File: src/rtl/hsf_pkg.sv
package hsf_pkg;
  typedef enum logic [1:0] {
    ST_IDLE  = 2'd0,
    ST_MEAS  = 2'd1,
    ST_TRACK = 2'd2
  } acq_state_e;
endpackage

File: src/rtl/hsf_predict.sv
module hsf_predict #(
  parameter int CNT_W = 12,
  parameter int WIN_W = 8
) (
  input  logic             clk_i,
  input  logic             rst_ni,
  input  logic             clr_i,
  input  logic             take_i,
  input  logic             load_i,
  input  logic             realign_i,
  input  logic [WIN_W-1:0] win_i,
  output logic [CNT_W-1:0] per_o,
  output logic             in_win_o,
  output logic             past_win_o
);
  localparam int EW = CNT_W + 1;

  logic [CNT_W-1:0] pos_q, per_q;
  logic [EW-1:0]    pos_e, per_e, win_e, hi_e;
  logic             sat;

  assign pos_e = {1'b0, pos_q};
  assign per_e = {1'b0, per_q};
  assign win_e = EW'(win_i);
  assign hi_e  = per_e + win_e;
  assign sat   = &pos_q;

  assign in_win_o   = ((pos_e + win_e) >= per_e) && (pos_e <= hi_e);
  assign past_win_o = (pos_e > hi_e) || sat;
  assign per_o      = per_q;

  always_ff @(posedge clk_i or negedge rst_ni) begin
    if (!rst_ni) begin
      pos_q <= '0;
      per_q <= '0;
    end else if (clr_i) begin
      pos_q <= '0;
      per_q <= '0;
    end else if (take_i) begin
      pos_q <= CNT_W'(1);
      if (load_i) per_q <= pos_q;
    end else if (realign_i) begin
      // place reference where the predicted edge was due
      pos_q <= CNT_W'(win_i) + CNT_W'(2);
    end else if (!sat) begin
      pos_q <= pos_q + CNT_W'(1);
    end
  end


  win_order_chk: assert property (@(posedge clk_i) disable iff (!rst_ni)
    (past_win_o && !sat) |-> !in_win_o);
endmodule

File: src/rtl/hsf_ctrl.sv
module hsf_ctrl #(
  parameter int LOCK_N  = 2,
  parameter int COAST_N = 2
) (
  input  logic clk_i,
  input  logic rst_ni,
  input  logic en_i,
  input  logic rise_i,
  input  logic in_win_i,
  input  logic past_win_i,
  output logic take_o,
  output logic load_o,
  output logic synth_o,
  output logic have_per_o,
  output logic lock_o
);
  import hsf_pkg::*;

  localparam int GW = $clog2(LOCK_N + 1);
  localparam int CW = $clog2(COAST_N + 1);

  acq_state_e    state_q;
  logic [GW-1:0] good_q;
  logic [CW-1:0] miss_q;
  logic          lock_q;
  logic          hit;

  assign hit        = rise_i && in_win_i;
  assign take_o     = en_i && rise_i && ((state_q != ST_TRACK) || in_win_i);
  assign load_o     = take_o && (state_q != ST_IDLE);
  assign synth_o    = en_i && (state_q == ST_TRACK) && !hit && past_win_i &&
                      lock_q && (miss_q < CW'(COAST_N));
  assign have_per_o = (state_q == ST_TRACK);
  assign lock_o     = lock_q;

  always_ff @(posedge clk_i or negedge rst_ni) begin
    if (!rst_ni) begin
      state_q <= ST_IDLE;
      good_q  <= '0;
      miss_q  <= '0;
      lock_q  <= 1'b0;
    end else if (!en_i) begin
      state_q <= ST_IDLE;
      good_q  <= '0;
      miss_q  <= '0;
      lock_q  <= 1'b0;
    end else begin
      unique case (state_q)
        ST_IDLE: if (rise_i) state_q <= ST_MEAS;
        ST_MEAS: if (rise_i) begin
          state_q <= ST_TRACK;
          good_q  <= '0;
          miss_q  <= '0;
          lock_q  <= 1'b0;
        end
        ST_TRACK: begin
          if (hit) begin
            miss_q <= '0;
            if (!lock_q) begin
              if (good_q == GW'(LOCK_N - 1)) lock_q <= 1'b1;
              else                           good_q <= good_q + GW'(1);
            end
          end else if (past_win_i) begin
            if (synth_o) begin
              miss_q <= miss_q + CW'(1);
            end else begin
              state_q <= ST_IDLE;
              lock_q  <= 1'b0;
              miss_q  <= '0;
              good_q  <= '0;
            end
          end
        end
        default: state_q <= ST_IDLE;
      endcase
    end
  end


  miss_cap_chk: assert property (@(posedge clk_i) disable iff (!rst_ni)
    miss_q <= CW'(COAST_N));

  lock_rise_chk: assert property (@(posedge clk_i) disable iff (!rst_ni)
    $rose(lock_q) |-> $past(take_o));

  lock_state_chk: assert property (@(posedge clk_i) disable iff (!rst_ni)
    lock_q |-> (state_q == ST_TRACK));

  lock_drop_chk: assert property (@(posedge clk_i) disable iff (!rst_ni)
    ($fell(lock_q) && $past(en_i)) |-> $past(past_win_i));
endmodule

File: src/rtl/hsf_pulse.sv
module hsf_pulse #(
  parameter int CNT_W = 12
) (
  input  logic             clk_i,
  input  logic             rst_ni,
  input  logic             en_i,
  input  logic             raw_i,
  input  logic             start_i,
  input  logic             synth_i,
  input  logic             have_per_i,
  input  logic [CNT_W-1:0] per_i,
  output logic             hs_o
);
  logic [CNT_W-1:0] pw_q, wid_q, half, lim;
  logic             pact_q, follow_q, done;

  assign half = per_i >> 1;
  assign lim  = !have_per_i ? '1 : ((half == '0) ? CNT_W'(1) : half);
  assign done = (follow_q && !raw_i) || (pw_q >= lim) ||
                (!follow_q && (pw_q >= wid_q));
  assign hs_o = pact_q;

  always_ff @(posedge clk_i or negedge rst_ni) begin
    if (!rst_ni) begin
      pact_q   <= 1'b0;
      follow_q <= 1'b0;
      pw_q     <= '0;
      wid_q    <= CNT_W'(1);
    end else if (!en_i) begin
      pact_q   <= raw_i;
      follow_q <= 1'b0;
      pw_q     <= '0;
    end else if (start_i) begin
      pact_q   <= 1'b1;
      follow_q <= 1'b1;
      pw_q     <= CNT_W'(1);
    end else if (synth_i) begin
      pact_q   <= 1'b1;
      follow_q <= 1'b0;
      pw_q     <= CNT_W'(1);
    end else if (pact_q) begin
      if (done) begin
        pact_q <= 1'b0;
        if (follow_q) wid_q <= pw_q;
      end else begin
        pw_q <= pw_q + CNT_W'(1);
      end
    end
  end


  width_cap_chk: assert property (@(posedge clk_i) disable iff (!rst_ni)
    (pact_q && have_per_i) |-> (pw_q <= lim));
endmodule

File: src/rtl/hsync_window_filter.sv
module hsync_window_filter #(
  parameter int CNT_W   = 12,
  parameter int WIN_W   = 8,
  parameter int LOCK_N  = 2,
  parameter int COAST_N = 2
) (
  input  logic             clk_i,
  input  logic             rst_ni,
  input  logic             en_i,
  input  logic [WIN_W-1:0] win_i,
  input  logic             hs_raw_i,
  output logic             hs_o,
  output logic             lock_o
);
  logic             raw_q, rise;
  logic             take, load, synth, have_per, in_win, past_win;
  logic [CNT_W-1:0] per;

  always_ff @(posedge clk_i or negedge rst_ni) begin
    if (!rst_ni) raw_q <= 1'b0;
    else         raw_q <= hs_raw_i;
  end

  assign rise = hs_raw_i && !raw_q;

  hsf_predict #(.CNT_W(CNT_W), .WIN_W(WIN_W)) i_predict (
    .clk_i      (clk_i),
    .rst_ni     (rst_ni),
    .clr_i      (!en_i),
    .take_i     (take),
    .load_i     (load),
    .realign_i  (synth),
    .win_i      (win_i),
    .per_o      (per),
    .in_win_o   (in_win),
    .past_win_o (past_win)
  );

  hsf_ctrl #(.LOCK_N(LOCK_N), .COAST_N(COAST_N)) i_ctrl (
    .clk_i      (clk_i),
    .rst_ni     (rst_ni),
    .en_i       (en_i),
    .rise_i     (rise),
    .in_win_i   (in_win),
    .past_win_i (past_win),
    .take_o     (take),
    .load_o     (load),
    .synth_o    (synth),
    .have_per_o (have_per),
    .lock_o     (lock_o)
  );

  hsf_pulse #(.CNT_W(CNT_W)) i_pulse (
    .clk_i      (clk_i),
    .rst_ni     (rst_ni),
    .en_i       (en_i),
    .raw_i      (hs_raw_i),
    .start_i    (take),
    .synth_i    (synth),
    .have_per_i (have_per),
    .per_i      (per),
    .hs_o       (hs_o)
  );


  passthru_chk: assert property (@(posedge clk_i) disable iff (!rst_ni)
    !en_i |=> (hs_o == $past(hs_raw_i)));

  lock_off_chk: assert property (@(posedge clk_i) disable iff (!rst_ni)
    !en_i |=> !lock_o);

  track_win_chk: assert property (@(posedge clk_i) disable iff (!rst_ni)
    (take && have_per) |-> in_win);
endmodule

File: config.mk
export PLATFORM = sky130hd
export DESIGN_NAME = hsync_window_filter
export DESIGN_NICKNAME = d
export VERILOG_FILES = /design/src/rtl/hsf_pkg.sv /design/src/rtl/hsf_predict.sv /design/src/rtl/hsf_ctrl.sv /design/src/rtl/hsf_pulse.sv /design/src/rtl/hsync_window_filter.sv
export SDC_FILE = /design/constraint.sdc
export NUM_CORES = 1
export LEC_CHECK = 0
export BUFFER_PORTS_ARGS = -buffer_cell sky130_fd_sc_hd__buf_2
export CORE_MARGIN = 2
export CORE_UTILIZATION = 55
export DETAILED_ROUTE_END_ITERATION = 10
export GPL_TIMING_DRIVEN = 1
export PLACE_DENSITY_LB_ADDON = 0.2
export SLEW_MARGIN = 10
export SYNTH_ARGS = -nofsm -noshare
export SYNTH_HDL_FRONTEND = slang
export SYNTH_SLANG_ARGS = --single-unit
File: constraint.sdc
create_clock -name clk_i -period 3.8 [get_ports clk_i]
set_input_delay 0.19 -clock clk_i [delete_from_list [all_inputs] [get_ports clk_i]]
set_output_delay 0.19 -clock clk_i [all_outputs]
set_load 0.02 [all_outputs]
==> summary.md, run 1 <==
| Metric | Value |
|---|---|
| Violation count after the first detailed-routing iteration | 426 |
| Fmax | about 230 MHz |
| Clock latency on the worst-skew pair | roughly 0.36 ns |
| CTS root buf | clkbuf_8 |
| Max Cap Viol | 0 |
| RSZ-0062 raised after global routing | yes |
| Final WL | ~15000 um |
| Final worst setup slack | -0.523 ns |
| Std cell rows | 34 |
| CP arrival | between 4 and 5 ns |
| Core ar. | 8640 um^2 |
| Top-count cell post-synth | ha_1 |
| Setup crit start kind | register |
| Critical Path End Type | register |
| Slew Limit Fails | 0 |
| Global route overflow | 0 |
| DRT antenna net count | 0 |
| WP data required | between 4 and 5 ns |
| Synth area leaders | dfrtp_1 29%, ha_1 18%, o21ai_0 3.7% |
| Detailed Place HPWL | about 10000 um |
| ANT cells | 0 |
| Seq cells post-synth | 58 |
| Die Area | 9590 um^2 |
| Main synth FF type | dfrtp_1 |
| Asr flop ratio synth | 100% |
| Setup Viol. Count Final | 56 |
| Final setup TNS | -21.63 ns |
| P_leak | about 3.1 nW |
| DRC violations left | 0 |
| Finished Cell Area | roughly 6300 um^2 |
| Fin crit period | roughly 4.3 ns |
| CTS Sinks | just under 60 |
| First-pass GRT wire length | 24200 um |
| Initial Util | ~56% |
| Final Hold Viols | 0 |
| Synth Net Count | roughly 630 |
| Placement Setup Slack | -0.495 ns |
| Vias per cell | 6.28 |
| Seq/Total Area, Yosys | ~30% |
| Top cells by instance count after synthesis | 68 x ha_1, 57 x dfrtp_1, 45 x nand2_1, 44 x inv_1 |
| Gpl congestion | 1.01 |
| Die Span Y | ~98 um |
| Synth Cell Area | approximately 4900 um^2 |
| Post-Place Cells | between 700 and 800 |
| CTS tree | built |
| Die X | approximately 98 um |
| Cell Area, Placed | between 5000 and 6000 um^2 |
| Crit share post-route | 114% |
| Buffers on Ports | 13 |
| Yosys top cell area share | 29.4% |
| Worst slew pin tran | 0.607 ns |
| CTS buffer count | 9 |
| Clock H-tree levels | 3 |
| Critical path peak fanout | 6 |
| Vias in the first global route | roughly 4900 |
| Pre-antenna DRT Iters | 6 |
| Layout cells sized above 1 | a little under a third |
| Num ports | 14 |
| Largest net degree at the start of global routing | 35 |
| Netlist cell types | 59 |
| Maximum vdd drop | about 0.17 mV |
| Avg WL per Cell | about 20 um |
| Ys Warns | 0 |
| Finished Layout Cells | around 780 |
| Post-synth top area cell | dfrtp_1 |
| Setup Skew | approximately 0.014 ns |
| PD cells | between 200 and 300 nW/um^2 |
| Number of synthesized flops with an enable pin | 0 |
| Min-delay worst type | in2reg |
| Synthesized instance count | between 500 and 600 |
| Clock tree buffer depth | 2 |
| Total vias in the final route | a little under 5000 |
| Final net count | 747 |
| Max_slew headroom | a little under 60% |
| Violations in the final reports | setup timing |
| Area growth syn-to-layout | 30.9% |
| Worst setup path class | reg2reg |
| Syn Area/Cell | roughly 9 um^2 |
| GR Util All Layers | about a third |
| Worst-path clk slew | 0.08 ns |
| Fillers | 640 |
| Initial antenna violation count | 0 |
| Status | finished, violations left |
==> flip-flops by register name, summed over array words and instances, names as in the netlist <==
register,cells
i_ctrl.good_q,2
i_ctrl.lock_o,1
i_ctrl.miss_q,2
i_ctrl.state_q,2
i_predict.per_o,12
i_predict.pos_q,12
i_pulse.follow_q,1
i_pulse.hs_o,1
i_pulse.pw_q,12
i_pulse.wid_q,12
raw_q,1
==> power by group <==
group	internal [mW]	switching, mW	total [mW]	leakage, nW
sequential	0.634	0.0173	0.652	0.790
combinational	0.168	0.212	0.380	2.18
clock	0.386	0.282	0.668	0.113
==> per-stage QoR <==
step | power (mW) | hold slack, ns | utilization, %
floorplan | 0.838 | -0.106 | -
global placement | 0.957 | 0.214 | 65.1
detailed placement | 0.966 | 0.217 | 65.1
CTS | 1.69 | 0.0649 | 73.0
global route | 1.76 | 0.0820 | 73.5
finish | 1.70 | 0.0746 | 73.5
==> kinds of logic after synthesis <==
logic type	after synthesis	synth area share, %
mux	15	4.08
flops	58	29.9
fa+ha+maj	70	18.4
compound gates	131	17.6
simple gates	180	19.1
buf+inv	58	4.82
xor+xnor	34	6.14
==> cell type report <==
type	instances	area, um^2	area share [%]
Sequential cell	58	1450	22.9
Tap cell	108	135	2.13
Inverter	45	169	2.66
Clock buffer	11	141	2.23
Multi-Input combinational cell	431	3420	53.8
Timing Repair Buffer	120	953	15.0
Clock inverter	5	78.8	1.24
==> what timing repair did <==
item | CTS | global route
endpoints found under the setup margin | 55 | 56
cloned | 4 | 1
hold buffers | 2 | 0
resized for setup | 44 | 37
hold endpoints to repair | 25 | 0
setup buffers | 24 | 8
pin swaps | 13 | 21
==> layer usage <==
| layer | wire length [um] | track usage (%) |
|---|---|---|
| met5 | 0 | 0 |
| met4 | 511 | 15.1 |
| met3 | 1260 | 6.80 |
| met2 | 7260 | 51.2 |
| met1 | 6150 | 41.5 |
==> final timing paths <==
check                      slack [ns]  cells after the start                from                 end
setup reg to reg                -0.52                     20  i_predict.pos_q[1]    i_pulse.wid_q[1]
hold / removal                   0.07                      2            win_i[1]  i_predict.pos_q[1]
setup / recovery                -0.52                     20  i_predict.pos_q[1]    i_pulse.wid_q[1]
max in group asynchronous        2.56                      3              rst_ni    i_pulse.wid_q[0]
min in group asynchronous        0.36                      2              rst_ni  i_predict.pos_q[4]
hold reg to reg                  0.47                      1    i_ctrl.miss_q[0]    i_ctrl.miss_q[0]
==> placed cells by master (no fill, tap or decap), types with 4 or more instances in the layout <==
cell type,n
buf_4,92
ha_1,66
dfrtp_1,57
inv_1,42
nor2_1,35
nand2_1,33
a21oi_1,27
nand3_1,22
o21ai_0,22
xnor2_1,18
nor3_1,17
xor2_1,16
buf_2,13
nand4_1,10
clkbuf_8,10
buf_6,10
a21o_1,9
a211oi_1,9
mux2_4,9
nand2_2,9
a21oi_2,8
o21ai_1,8
and3_1,7
o21ai_2,6
o31ai_1,6
or4_1,6
nand2b_1,5
a221o_1,5
a211oi_2,4
or3_1,4
mux2i_1,4
==> worst max-delay path, cell delays in order (launching register included) <==
cell and delay, ns:
dfrtp_1 0.39, ha_1 0.28, a21o_1 0.17, a21oi_2 0.17, o21bai_1 0.12, a21oi_2 0.21
o21ai_2 0.09, a21oi_2 0.19, nor2b_1 0.08, xor2_1 0.20, ha_1 0.29, nand3_2 0.10
a211oi_2 0.04, a221o_1 0.40, a211oi_2 0.27, a211oi_2 0.08, or2_4 0.26, nor4_4 0.27
buf_4 0.17, clkbuf_16 0.14, mux2_4 0.29
(Power assumes the default switching activity.)
==> run 2: changes to the inputs <==
--- a/config.mk
+++ b/config.mk
@@ -5,10 +5,10 @@
 export SDC_FILE = /design/constraint.sdc
 export NUM_CORES = 1
 export LEC_CHECK = 0
-export BUFFER_PORTS_ARGS = -buffer_cell sky130_fd_sc_hd__buf_2
 export CORE_MARGIN = 2
-export CORE_UTILIZATION = 55
+export CORE_UTILIZATION = 59
 export DETAILED_ROUTE_END_ITERATION = 10
+export DONT_BUFFER_PORTS = 1
 export GPL_TIMING_DRIVEN = 1
 export PLACE_DENSITY_LB_ADDON = 0.2
 export SLEW_MARGIN = 10
==> summary.md, run 2 (synthesized netlist as in run 1, its figures left out) <==
| Metric | Value |
|---|---|
| R2R setup slack | -0.54 ns |
| Detailed Place HPWL | slightly below 10000 um |
| CTS buffer count | 9 |
| Setup crit start kind | register |
| Fmax | roughly 230 MHz |
| CTS tree | built |
| GR Util All Layers | approximately a third |
| CP max-delay cell | dfrtp_1 |
| Commonest non-fill, non-tap cell in the layout | ha_1 |
| Initial antenna violation count | 0 |
| Worst setup path class | reg2reg |
| Violations in the final reports | setup timing |
| Worst hold slack | approximately 0.0099 ns |
| Setup Viol. Count Final | between 50 and 60 |
| Clock H-tree levels | 3 |
| RSZ-0062 raised after global routing | yes |
| DRC violations left | 0 |
| Area growth syn-to-layout | 32.1% |
| Crit share post-route | 114% |
| CTS Sinks | between 50 and 60 |
| Max Cap Viol | 0 |
| Pre-antenna DRT Iters | 5 |
| Std cell rows | 33 |
| Core ar. | 8090 um^2 |
| Overall Power | ~1.6 mW |
| Die Span Y | approximately 95 um |
| Buffers on Ports | 0 |
| Initial Util | between 50% and 60% |
| Setup Skew | 0.0121 ns |
| Final worst setup slack | -0.540 ns |
| Vias per cell | roughly 6.4 |
| ANT cells | 0 |
| Max_slew headroom | around three fifths |
| CP arrival | roughly 4.6 ns |
| Critical Path End Type | register |
| Critical Path, Cell by Cell | ha_2, inv_2, fa_2, nor2b_2, o31a_1, buf_4, o21a_1, nor2_2, xnor2_1, ha_1, and3_1, o21ai_0, a21oi_2, a211oi_2, a211oi_2, or2_4, nor4_4, buf_4, clkbuf_16, mux2_4 |
| PD cells | between 200 and 300 nW/um^2 |
| Status | finished, violations left |
| Layout cells sized above 1 | about a third |
| CTS root buf | clkbuf_8 |
| Maximum vdd drop | between 0.15 and 0.2 mV |
| Min-delay worst type | in2reg |
| Global route overflow | 0 |
| Die X | 94.7 um |
| Final WL | 15700 um |
| Total vias in the final route | 4791 |
| Final net count | about 700 |
| First-pass GRT wire length | roughly 23000 um |
| Worst slew pin tran | 0.609 ns |
| DRT antenna net count | 0 |
| Clock latency on the worst-skew pair | around 0.36 ns |
| Die Area | 8960 um^2 |
| Worst-path clk slew | 0.08 ns |
| Vias in the first global route | approximately 4700 |
| Slew Limit Fails | 0 |
| Largest net degree at the start of global routing | between 50 and 60 |
| Critical path peak fanout | 6 |
| Gpl congestion | 0.944 |
| Num ports | 14 |
| WP data required | 4.04 ns |
| Most frequent cells in the layout | 66 x ha_1, 62 x buf_4, 57 x dfrtp_1 |
| Fillers | 480 |
| Final Hold Viols | 0 |
| CP max stage delay | around 0.40 ns |
| Violation count after the first detailed-routing iteration | roughly 350 |
| P_leak | slightly above 3 nW |
| Clock tree buffer depth | 2 |
| Fin crit period | between 4 and 5 ns |
| Avg WL per Cell | roughly 21 um |
## run 2: changes by cell type in the layout (fill, tap and decap cells not counted), sizes merged
cell | before | now
buf | 117 | 80
bufinv | 2 | 1
clkbuf | 12 | 14
clkinv | 4 | 3
clkinvlp | 0 | 2
dlygate4sd3 | 2 | 6
## run 2: worst paths after layout
path,start,endpoint,cells after the start
min in group asynchronous,rst_ni,i_pulse.wid_q[8],2
hold / removal,en_i,i_ctrl.lock_o,2
hold reg to reg,i_pulse.wid_q[3],i_pulse.wid_q[3],1
max in group asynchronous,rst_ni,i_pulse.wid_q[0],2
setup reg to reg,i_predict.pos_q[0],i_pulse.wid_q[11],20
setup / recovery,i_predict.pos_q[0],i_pulse.wid_q[11],20
## run 2: through the flow
stage	instances	setup WS [ns]	setup TNS, ns	area (um^2)	util (%)
after global placement	695	-0.322	-6.60	5410	66.8
final	744	-0.540	-15.84	6410	79.2
after CTS	733	-0.443	-7.24	6110	75.6
after floorplan	546	-0.248	-2.46	4880	-
after detailed placement	695	-0.492	-12.65	5410	66.8
after global routing	744	-0.682	-23.15	6410	79.2
## run 2: cell type report
class / count / area [um^2] / share of cell area [%]
multi-input combinational: 431 / 3610 / 56.3
sequential: 58 / 1450 / 22.7
timing repair buffer: 89 / 853 / 13.3
inverter: 45 / 169 / 2.64
clock buffer: 11 / 141 / 2.21
tap: 105 / 131 / 2.05
clock inverter: 5 / 55.1 / 0.859
## run 2: critical path, delay by kind of cell, from the launching register on
family                     cells  cell delay [ns]
buffers and inverters          4             0.54
and+or+nand+nor                5             0.92
muxes                          1             0.29
DFF                            1             0.40
xor gates and xnor gates       1             0.14
adders and majority gates      3             0.68
AOI/OAI and AO/OA              6             1.25
## run 2: timing repair
action                     CTS  global route
cloned                       2             3
resized for setup           66            63
hold endpoints to repair    67             3
hold buffers                 6             1
pin swaps                   45            37
setup buffers               14            11
setup endpoints to repair   55            56
## run 2: layer usage
metal	routed length, um	vias up	share of wire (%)	track usage, %
met5	0	-	0	0
met4	1070	0	6.8	19.7
met3	867	91	5.5	5.11
met2	7750	239	49	59.2
met1	6060	2302	38	39.0
li1	-	2159	-	-
## run 2: where the power goes
part / internal [mW] / switching (mW)
clock network: 0.319 / 0.279
logic: 0.172 / 0.211
registers: 0.634 / 0.0204
==> run 3: changes to the inputs <==
--- a/config.mk
+++ b/config.mk
@@ -5,11 +5,14 @@
 export SDC_FILE = /design/constraint.sdc
 export NUM_CORES = 1
 export LEC_CHECK = 0
+export CELL_PAD_IN_SITES_DETAIL_PLACEMENT = 1
+export CELL_PAD_IN_SITES_GLOBAL_PLACEMENT = 2
 export CORE_MARGIN = 2
-export CORE_UTILIZATION = 59
+export CORE_UTILIZATION = 37
 export DETAILED_ROUTE_END_ITERATION = 10
 export DONT_BUFFER_PORTS = 1
 export GPL_TIMING_DRIVEN = 1
+export MAX_ROUTING_LAYER = met4
 export PLACE_DENSITY_LB_ADDON = 0.2
 export SLEW_MARGIN = 10
 export SYNTH_ARGS = -nofsm -noshare
==> summary.md, run 3 (synthesized netlist as in run 1, its figures left out) <==
| Metric | Value |
|---|---|
| Status | finished, violations left |
| Violations in the final reports | setup timing |
| Die Area | about 14000 um^2 |
| R2R depth | 19 |
| CTS tree | built |
| Worst-path clk slew | roughly 0.060 ns |
| Avg WL per Cell | 20.6 um |
| Clock latency on the worst-skew pair | about 0.34 ns |
| Gpl congestion | 0.890 |
| Final net count | 724 |
| Pre-antenna DRT Iters | 4 |
| Clock share of power | 47.0% |
| Core ar. | ~13000 um^2 |
| Initial Util | 38.1% |
| Critical R2R Launch | i_predict.pos_q[0] |
| Maximum vdd drop | about 0.19 mV |
| Worst Setup EP | i_pulse.wid_q[6] |
| Largest net degree at the start of global routing | between 50 and 60 |
| Final WL | approximately 17000 um |
| P_leak | between 3 and 4 nW |
| CTS root buf | clkbuf_16 |
| DRC violations left | 0 |
| Fillers | around 1500 |
| CTS buffer count | 9 |
| Fin crit period | approximately 4.3 ns |
| Overall Power | between 1.5 and 2 mW |
| Setup Viol. Count Final | 56 |
| Die Span Y | around 120 um |
| Std cell rows | around 40 |
| WP data required | ~4.0 ns |
| Most frequent cells in the layout | 74 x buf_4, 66 x ha_1, 57 x dfrtp_1 |
| PD cells | around 290 nW/um^2 |
| Fmax | roughly 240 MHz |
| Final worst setup slack | -0.453 ns |
| First-pass GRT wire length | around 27000 um |
| RSZ-0062 raised after global routing | yes |
| Total vias in the final route | between 4000 and 5000 |
| Commonest non-fill, non-tap cell in the layout | buf_4 |
| Violation count after the first detailed-routing iteration | 150 |
| Clock H-tree levels | 3 |
| GR Util All Layers | roughly a quarter |
| Sequential share of power | between 30% and 40% |
| CTS Sinks | 58 |
| CP arrival | between 4 and 5 ns |
| Clock tree buffer depth | 2 |
| Critical path peak fanout | 12 |
| Buffers on Ports | 0 |
| DRT antenna net count | 0 |
| Worst setup path class | reg2reg |
| Sw power | roughly 520 uW |
| Final Hold Viols | 0 |
| R2R setup slack | -0.45 ns |
| Initial antenna violation count | 0 |
| Vias per cell | roughly 5.5 |
| Slew Limit Fails | 0 |
| Cell Area, Placed | roughly 5600 um^2 |
| Finished Layout Cells | 819 |
| Worst R2R End | i_pulse.wid_q[6] |
| Worst slew pin tran | 0.768 ns |
| Die X | around 120 um |
| Switching share of power | a little over a quarter |
| Area growth syn-to-layout | 38.0% |
| Critical Path End Type | register |
| Internal Pwr Total | around 1.4 mW |
| Critical path origin | i_predict.pos_q[0] |
| Setup crit start kind | register |
| Num ports | 14 |
| Setup Skew | 0.0101 ns |
| Crit share post-route | 112% |
| Global route overflow | 0 |
| Max_slew headroom | between 40% and 50% |
| Comb pwr share | between 10% and 20% |
| Finished Cell Area | approximately 6700 um^2 |
| Vias in the first global route | slightly above 5000 |
| Max Cap Viol | 0 |
| Min-delay worst type | in2reg |
| Detailed Place HPWL | between 10000 and 15000 um |
| Post-Place Cells | about 780 |
| ANT cells | 0 |
| Layout cells sized above 1 | between 30 and 40% |
[run 3: cell types whose count changed in the layout (fill, tap and decap cells not counted), sizes merged]
cell and change:
dlygate4sd3 -2, clkinv -2, bufinv +1, clkinvlp -2, clkbuf +1, buf +12
[run 3: critical path, stage by stage (launching register included)]
cell      delay [ns]
dfrtp_1         0.38
ha_2            0.21
inv_2           0.06
fa_2            0.20
nor2b_2         0.05
o31a_1          0.34
buf_4           0.16
o21a_1          0.16
nor2_1          0.12
xnor2_1         0.14
ha_1            0.27
nand4_1         0.14
a211oi_2        0.06
a221o_1         0.43
a211oi_2        0.27
a211oi_2        0.08
or2_4           0.26
nor4_4          0.30
buf_12          0.20
mux2_4          0.30
[run 3: what timing repair did]
action,in CTS,in global routing
endpoints found under the setup margin,56,56
pin swaps,21,48
resized for setup,62,72
setup buffers,19,7
hold endpoints to repair,70,0
hold buffers,5,0
gates cloned,4,1
[run 3: through the flow]
stage	TNS, ns	hold slack, ns	worst slack [ns]	utilization (%)
2_1_floorplan	-2.46	-0.106	-0.248	-
5_1_grt	-25.51	0.0283	-0.611	52.6
6_report	-16.52	0.0189	-0.453	52.6
3_3_place_gp	-14.94	-0.104	-0.494	44.0
4_1_cts	-15.00	0.0157	-0.410	50.7
3_5_place_dp	-20.87	-0.103	-0.580	44.0
[run 3: cell type report]
cell class / instances / area [um^2] / share of cell area, %
Multi-Input combinational cell: 431 / 3610 / 54.0
Inverter: 45 / 169 / 2.52
Clock inverter: 2 / 60.1 / 0.897
Timing Repair Buffer: 97 / 912 / 13.6
Sequential cell: 58 / 1450 / 21.7
Tap cell: 172 / 215 / 3.21
Clock buffer: 14 / 274 / 4.09
[run 3: power by group through the flow]
stage	sequential, mW	clock (mW)	combinational [mW]
6_report	0.656	0.920	0.382
3_3_place_gp	0.665	0	0.271
4_1_cts	0.656	0.936	0.378
5_1_grt	0.658	0.960	0.416
3_5_place_dp	0.666	0	0.280
2_1_floorplan	0.662	0	0.176
[run 3: worst min path at each step]
stage / startpoint / endpoint / slack (ns) / depth (start not counted)
4_1_cts: en_i / i_predict.per_o[5] / 0.02 / 2
3_3_place_gp: rst_ni / i_pulse.pw_q[4] / -0.10 / 0
6_report: en_i / i_predict.per_o[5] / 0.02 / 2
5_1_grt: en_i / i_predict.per_o[5] / 0.03 / 2
2_1_floorplan: rst_ni / i_ctrl.good_q[0] / -0.11 / 0
3_5_place_dp: rst_ni / i_pulse.wid_q[7] / -0.10 / 0
[run 3: layer usage]
metal | GRT usage (%) | part of all wire (%) | vias to the layer above
li1 | - | - | 2176
met1 | 30.3 | 44 | 2264
met2 | 41.5 | 50 | 68
met3 | 3.96 | 3.1 | 36
met4 | 12.9 | 3.4 | 0
met5 | - | 0 | -
